===== config.mk =====
export PLATFORM = sky130hd
export DESIGN_NAME = drv_fault_sup
export DESIGN_NICKNAME = d
export VERILOG_FILES = /design/src/rtl/drv_fault_sup_pkg.sv /design/src/rtl/drv_rst_sync.sv /design/src/rtl/drv_hyst_mon.sv /design/src/rtl/drv_link_wdog.sv /design/src/rtl/drv_fault_sup.sv
export SDC_FILE = /design/constraint.sdc
export NUM_CORES = 1
export LEC_CHECK = 0
export ABC_AREA = 1
export CAP_MARGIN = 0
export CORE_MARGIN = 2
export CORE_UTILIZATION = 30
export DETAILED_ROUTE_END_ITERATION = 7
export MAX_ROUTING_LAYER = met4
export PLACE_DENSITY = 0.78
export RECOVER_POWER = 100
export SLEW_MARGIN = 20
export SYNTH_ARGS = -nofsm -noshare
export SYNTH_HDL_FRONTEND = slang
export SYNTH_SLANG_ARGS = --single-unit

===== constraint.sdc =====
create_clock -name clk -period 1.91 [get_ports clk]
set_clock_uncertainty 0.1 [all_clocks]
set_input_delay 0.191 -clock clk [delete_from_list [all_inputs] [get_ports clk]]
set_output_delay 0.191 -clock clk [all_outputs]
set_load 0.1 [all_outputs]

===== src/rtl/drv_fault_sup_pkg.sv =====
package drv_fault_sup_pkg;

  // Where a sample lies relative to a monitor's two thresholds
  typedef enum logic [1:0] {
    BAND_HOLD  = 2'd0,
    BAND_TRIP  = 2'd1,
    BAND_CLEAR = 2'd2
  } band_e;

  // Which side of the scale is the faulty one
  typedef enum logic {
    FAULT_LOW  = 1'b0,
    FAULT_HIGH = 1'b1
  } fault_dir_e;

endpackage


===== src/rtl/drv_rst_sync.sv =====
module drv_rst_sync #(
  parameter int STAGES = 2
) (
  input  logic clk,
  input  logic rst_n,
  output logic rst_core_n
);
  logic [STAGES-1:0] sync_q;
  logic [STAGES-1:0] sync_d;

  always_comb begin
    sync_d = {sync_q[STAGES-2:0], 1'b1};
  end

  always_ff @(posedge clk or negedge rst_n) begin
    if (!rst_n) sync_q <= '0;
    else        sync_q <= sync_d;
  end

  assign rst_core_n = sync_q[STAGES-1];
endmodule


===== src/rtl/drv_hyst_mon.sv =====
module drv_hyst_mon
  import drv_fault_sup_pkg::*;
#(
  parameter int         ADC_W     = 10,
  parameter int         TRIP_LVL  = 336,
  parameter int         CLEAR_LVL = 364,
  parameter fault_dir_e DIR       = FAULT_LOW
) (
  input  logic             clk,
  input  logic             rst_n,
  input  logic [ADC_W-1:0] smp,
  input  logic             smp_vld,
  output logic             flag
);
  localparam logic [ADC_W-1:0] TRIP_C  = ADC_W'(TRIP_LVL);
  localparam logic [ADC_W-1:0] CLEAR_C = ADC_W'(CLEAR_LVL);

  band_e band;
  logic  flag_d;
  logic  flag_en;

  generate
    if (DIR == FAULT_LOW) begin : g_low
      always_comb begin
        if (smp < TRIP_C)        band = BAND_TRIP;
        else if (smp >= CLEAR_C) band = BAND_CLEAR;
        else                     band = BAND_HOLD;
      end
    end else begin : g_high
      always_comb begin
        if (smp >= TRIP_C)      band = BAND_TRIP;
        else if (smp < CLEAR_C) band = BAND_CLEAR;
        else                    band = BAND_HOLD;
      end
    end
  endgenerate

  always_comb begin
    flag_d  = flag;
    flag_en = 1'b0;
    if (smp_vld) begin
      unique case (band)
        BAND_TRIP:  begin flag_d = 1'b1; flag_en = 1'b1; end
        BAND_CLEAR: begin flag_d = 1'b0; flag_en = 1'b1; end
        default:    begin flag_d = flag; flag_en = 1'b0; end
      endcase
    end
  end

  always_ff @(posedge clk or negedge rst_n) begin
    if (!rst_n)       flag <= 1'b1;
    else if (flag_en) flag <= flag_d;
  end
endmodule


===== src/rtl/drv_link_wdog.sv =====
module drv_link_wdog #(
  parameter int HB_TIMEOUT = 15
) (
  input  logic clk,
  input  logic rst_n,
  input  logic hb_pulse,
  output logic lost
);
  localparam int CNT_W = $clog2(HB_TIMEOUT + 1);
  localparam logic [CNT_W-1:0] LIMIT = CNT_W'(HB_TIMEOUT);

  logic [CNT_W-1:0] cnt_q, cnt_d;
  logic             lost_d;
  logic             at_limit;

  assign at_limit = (cnt_q == LIMIT);

  always_comb begin
    cnt_d  = cnt_q;
    lost_d = lost;
    if (hb_pulse) begin
      cnt_d  = '0;
      lost_d = 1'b0;
    end else if (at_limit) begin
      lost_d = 1'b1;
    end else begin
      cnt_d = cnt_q + 1'b1;
    end
  end

  always_ff @(posedge clk or negedge rst_n) begin
    if (!rst_n) begin
      cnt_q <= '0;
      lost  <= 1'b1;
    end else begin
      cnt_q <= cnt_d;
      lost  <= lost_d;
    end
  end
endmodule


===== src/rtl/drv_fault_sup.sv =====
module drv_fault_sup
  import drv_fault_sup_pkg::*;
#(
  parameter int NCH          = 2,
  parameter int ADC_W        = 10,
  parameter int VS_ON_CODE   = 364,
  parameter int VS_OFF_CODE  = 336,
  parameter int TJ_TRIP_CODE = 680,
  parameter int TJ_HYST_CODE = 80,
  parameter int HB_TIMEOUT   = 15
) (
  input  logic               clk,
  input  logic               rst_n,
  input  logic [NCH*ADC_W-1:0] vs_code,
  input  logic [NCH-1:0]     vs_vld,
  input  logic [ADC_W-1:0]   tj_code,
  input  logic               tj_vld,
  input  logic               hb_pulse,
  input  logic               ctl_pwr_ok,
  output logic [NCH-1:0]     safe_req,
  output logic [NCH-1:0]     uv_flag,
  output logic               ot_flag,
  output logic               link_lost,
  output logic               ctl_lost
);
  localparam int TJ_CLR_CODE = TJ_TRIP_CODE - TJ_HYST_CODE;

  logic rst_core_n;
  logic shared_fault;
  logic ctl_lost_d;

  drv_rst_sync #(.STAGES(2)) u_rst (
    .clk        (clk),
    .rst_n      (rst_n),
    .rst_core_n (rst_core_n)
  );

  generate
    for (genvar i = 0; i < NCH; i++) begin : g_uv
      drv_hyst_mon #(
        .ADC_W     (ADC_W),
        .TRIP_LVL  (VS_OFF_CODE),
        .CLEAR_LVL (VS_ON_CODE),
        .DIR       (FAULT_LOW)
      ) u_uv (
        .clk     (clk),
        .rst_n   (rst_core_n),
        .smp     (vs_code[i*ADC_W +: ADC_W]),
        .smp_vld (vs_vld[i]),
        .flag    (uv_flag[i])
      );
    end
  endgenerate

  drv_hyst_mon #(
    .ADC_W     (ADC_W),
    .TRIP_LVL  (TJ_TRIP_CODE),
    .CLEAR_LVL (TJ_CLR_CODE),
    .DIR       (FAULT_HIGH)
  ) u_ot (
    .clk     (clk),
    .rst_n   (rst_core_n),
    .smp     (tj_code),
    .smp_vld (tj_vld),
    .flag    (ot_flag)
  );

  drv_link_wdog #(.HB_TIMEOUT(HB_TIMEOUT)) u_wdog (
    .clk      (clk),
    .rst_n    (rst_core_n),
    .hb_pulse (hb_pulse),
    .lost     (link_lost)
  );

  assign ctl_lost_d = ~ctl_pwr_ok;

  always_ff @(posedge clk or negedge rst_core_n) begin
    if (!rst_core_n) ctl_lost <= 1'b1;
    else             ctl_lost <= ctl_lost_d;
  end

  assign shared_fault = ot_flag | link_lost | ctl_lost;

  always_comb begin
    for (int i = 0; i < NCH; i++) begin
      safe_req[i] = uv_flag[i] | shared_fault;
    end
  end
endmodule


==> summary.md, run 1 <==
| Metric | Value |
|---|---|
| Clk sinks | 11 |
| Yosys warns | 0 |
| Top-area cell type share of the netlist area | 23.4% |
| Final setup fails | 0 |
| Vias in the first global route | 639 |
| Io pins | 44 |
| Ordered list of cells on the worst path | or4_1 -> buf_4 |
| CP arrival | 1.45 ns |
| Setup Buffers After CTS | 0 |
| Clock Latency Late Sink | 0.26 ns |
| VDD IR max | 0.430 mV |
| Number of antenna violations at the first check in global routing | 0 |
| Tot Pwr | 0.672 mW |
| Hold Path Class | flop to asynchronous set/reset pin |
| Largest net degree at the start of global routing | 10 |
| RSZ-0062 raised after global routing | no |
| Area contributors post-synth | dfrtp_1, dfstp_2, nand2_1, inv_1, nand3_1 |
| Startpoint Class | flop |
| Share of post-route cells with drive strength above 1 | 12.5% |
| CTS root buf | clkbuf_4 |
| First-pass GRT wire length | 2.63 mm |
| Tcrit/Tclk final | 91.3% |
| Synthesized instance count | 89 |
| Setup WS pre-CTS | 0.458 ns |
| TritonRoute pass-1 iters | 4 |
| Slew margin rel. | 63.2% |
| Fin area | 1030 µm² |
| Iteration-0 DRC Markers | 11 |
| Initial core utilization | 32.3% |
| Post-Route Utilization | 51.8% |
| Chip height | 50.2 µm |
| Final-report hold violation count | 0 |
| Netlist Area Pre-Place | 641 µm² |
| Slew @ Worst Pin | 0.554 ns |
| Via count | 696 |
| Max stage delay cell, worst path | or4_1 |
| Seq/Total Area, Yosys | 43.9% |
| DIE WIDTH | 50.2 µm |
| Core Area | 1980 µm² |
| Total negative slack | 0 ns |
| PortBufs | 36 |
| Max Buffers Root-to-Sink | 2 |
| Placed cells | 150 |
| TritonCTS clock tree | built |
| Grt ovf | 0 |
| Pwr Density | 655 nW/µm² |
| H-tree Lvls | 1 |
| Crit. End Element | primary output |
| Placement Rows | 16 |
| DR WL/cell | 10.6 µm |
| Cell taking the most area after synthesis | dfrtp_1 |
| Area Overhead vs Synth | 60.2% |
| CP required | 1.62 ns |
| Full die area | 2520 µm² |
| Layout Nets | 167 |
| Cell Count, Final, Fillers Out | 155 |
| Synth Area per Inst | 7.20 µm² |
| Max_cap viols | 0 |
| CTS Buf Count | 3 |
| Final min period | 1.74 ns |
| Synthesized flop and latch total | 11 |
| Final WL | 1.64 mm |
| FMAX | 0.573 GHz |
| Hold WS | 0.0337 ns |
| Clock input transition at the sequential cells of the worst setup and hold paths | 0.07 ns |
| Status | finished clean |
| Syn nets | 127 |
| HPWL after DPL | 1.32 mm |
| DRC violations left | 0 |
| Placed Area | 1090 µm² |
| Via-to-Cell Ratio | 4.49 |
| # diodes | 0 |
| Largest stage delay on the critical path | 0.52 ns |
| Worst-path fanout max | 6 |
| Pins Over Slew Limit | 0 |
| Setup Crit Path Kind | flop to primary output |
| Count of cell types in the netlist | 17 |
| Final ANT Viol Nets | 0 |
| Total track usage | 13.7% |
| Pleak | 0.498 nW |
| Global placer's final weighted congestion | 0.697 |
| Final setup margin | 0.166 ns |
==> cells in the final DEF (no fill, tap or decap) <==
cell type        netlist  routed
buf_4                  2       2
o21ai_0                3       3
clkbuf_4               0       3
clkbuf_2               0       5
dfstp_1                0       1
inv_1                 14      14
a21o_1                 1       1
or4_1                  2       2
nor2_1                 3       3
ha_1                   1       1
clkbuf_1               0       1
dfrtp_1                6       6
dlygate4sd3_1          0       5
dfstp_2                5       4
a21oi_1                4       4
clkdlybuf4s50_1        0      25
or2_2                  2       2
nor3_1                 1       1
conb_1                 1       1
nand4_1                4       4
a211oi_1               1       1
nand2_1               31      31
nand3_1                8       8
==> cell families (layout without fill, tap and decap cells) <==
kind of cell,count (synthesis),after routing,synth area share (%)
flip-flops,11,11,43.9
AND/OR/NAND/NOR,51,51,35.2
other,1,1,0.585
adder cells (fa/ha/maj),1,1,1.95
AO/OA/AOI/OAI,9,9,7.81
buffers and inverters,16,55,10.5
==> state kept, by name, summed over array words and instances, names as in the netlist <==
| register | cells |
|---|---|
| u_ot.flag | 1 |
| u_wdog.lost | 1 |
| g_uv.u_uv.flag | 2 |
| ctl_lost | 1 |
| u_wdog.cnt_q | 4 |
| u_rst.sync_q | 2 |
==> worst paths after layout <==
kind                       depth (start not counted)                   startpoint                          end  slack (ns)
min in group clk                                   0    u_rst.sync_q[0]$_DFF_PN0_    u_rst.sync_q[1]$_DFF_PN0_        0.27
max in group asynchronous                          2                        rst_n    u_rst.sync_q[1]$_DFF_PN0_        1.01
min                                                0    u_rst.sync_q[1]$_DFF_PN0_  u_wdog.cnt_q[1]$_DFFE_PN0P_        0.03
max reg2reg                                        7  u_wdog.cnt_q[0]$_DFFE_PN0P_  u_wdog.cnt_q[0]$_DFFE_PN0P_        0.61
max                                                2        u_ot.flag$_DFFE_PN1P_                  safe_req[0]        0.17
min reg2reg                                        0    u_rst.sync_q[1]$_DFF_PN0_  u_wdog.cnt_q[1]$_DFFE_PN0P_        0.03
==> timing repair <==
action	in CTS	in global routing
hold buffers	1	0
resized for setup	0	0
hold endpoints to repair	2	0
==> cell type report <==
type / instances / area, µm²
clock buffers: 4 / 26.3
fillers: 188 / 956
flip-flops and latches: 11 / 282
inverters: 14 / 52.6
repair buffers: 37 / 340
multi-input cells: 62 / 292
well taps: 27 / 33.8
==> critical path: cells and delay by family (launching register included) <==
| kind | cells | cell delay (ns) |
|---|---|---|
| flops | 1 | 0.41 |
| buf+inv | 1 | 0.25 |
| simple gates | 1 | 0.52 |
==> synthesized netlist by cell type <==
cell type	instances
nand2_1	31
dfrtp_1	6
inv_1	14
o21ai_0	3
dfstp_2	5
nand4_1	4
or2_2	2
nand3_1	8
ha_1	1
a21oi_1	4
nor2_1	3
a211oi_1	1
nor3_1	1
buf_4	2
a21o_1	1
or4_1	2
conb_1	1
==> power by group <==
| group | leakage, nW | switching (mW) | internal, mW |
|---|---|---|---|
| Sequential | 0.128 | 0.0205 | 0.260 |
| Clock | 0.0150 | 0.0745 | 0.0809 |
| Combinational | 0.355 | 0.148 | 0.0887 |
| Total | 0.498 | 0.243 | 0.429 |
==> layer usage <==
metal | track usage [%] | vias to the layer above | wire length [µm] | share of wire (%)
met5 | - | - | 0 | 0
met4 | 5.56 | 0 | 10 | 0.61
met3 | 2.68 | 2 | 114 | 7.0
met2 | 22.4 | 25 | 747 | 46
met1 | 16.6 | 306 | 765 | 47
li1 | - | 363 | - | -
(Power assumes the default switching activity.)
==> inputs of run 2 (changes only) <==
- CTS_CLUSTER_DIAMETER: default -> 120
==> results of run 2 <==
No change in the layout: final DEF, timing and power equal those of run 1.
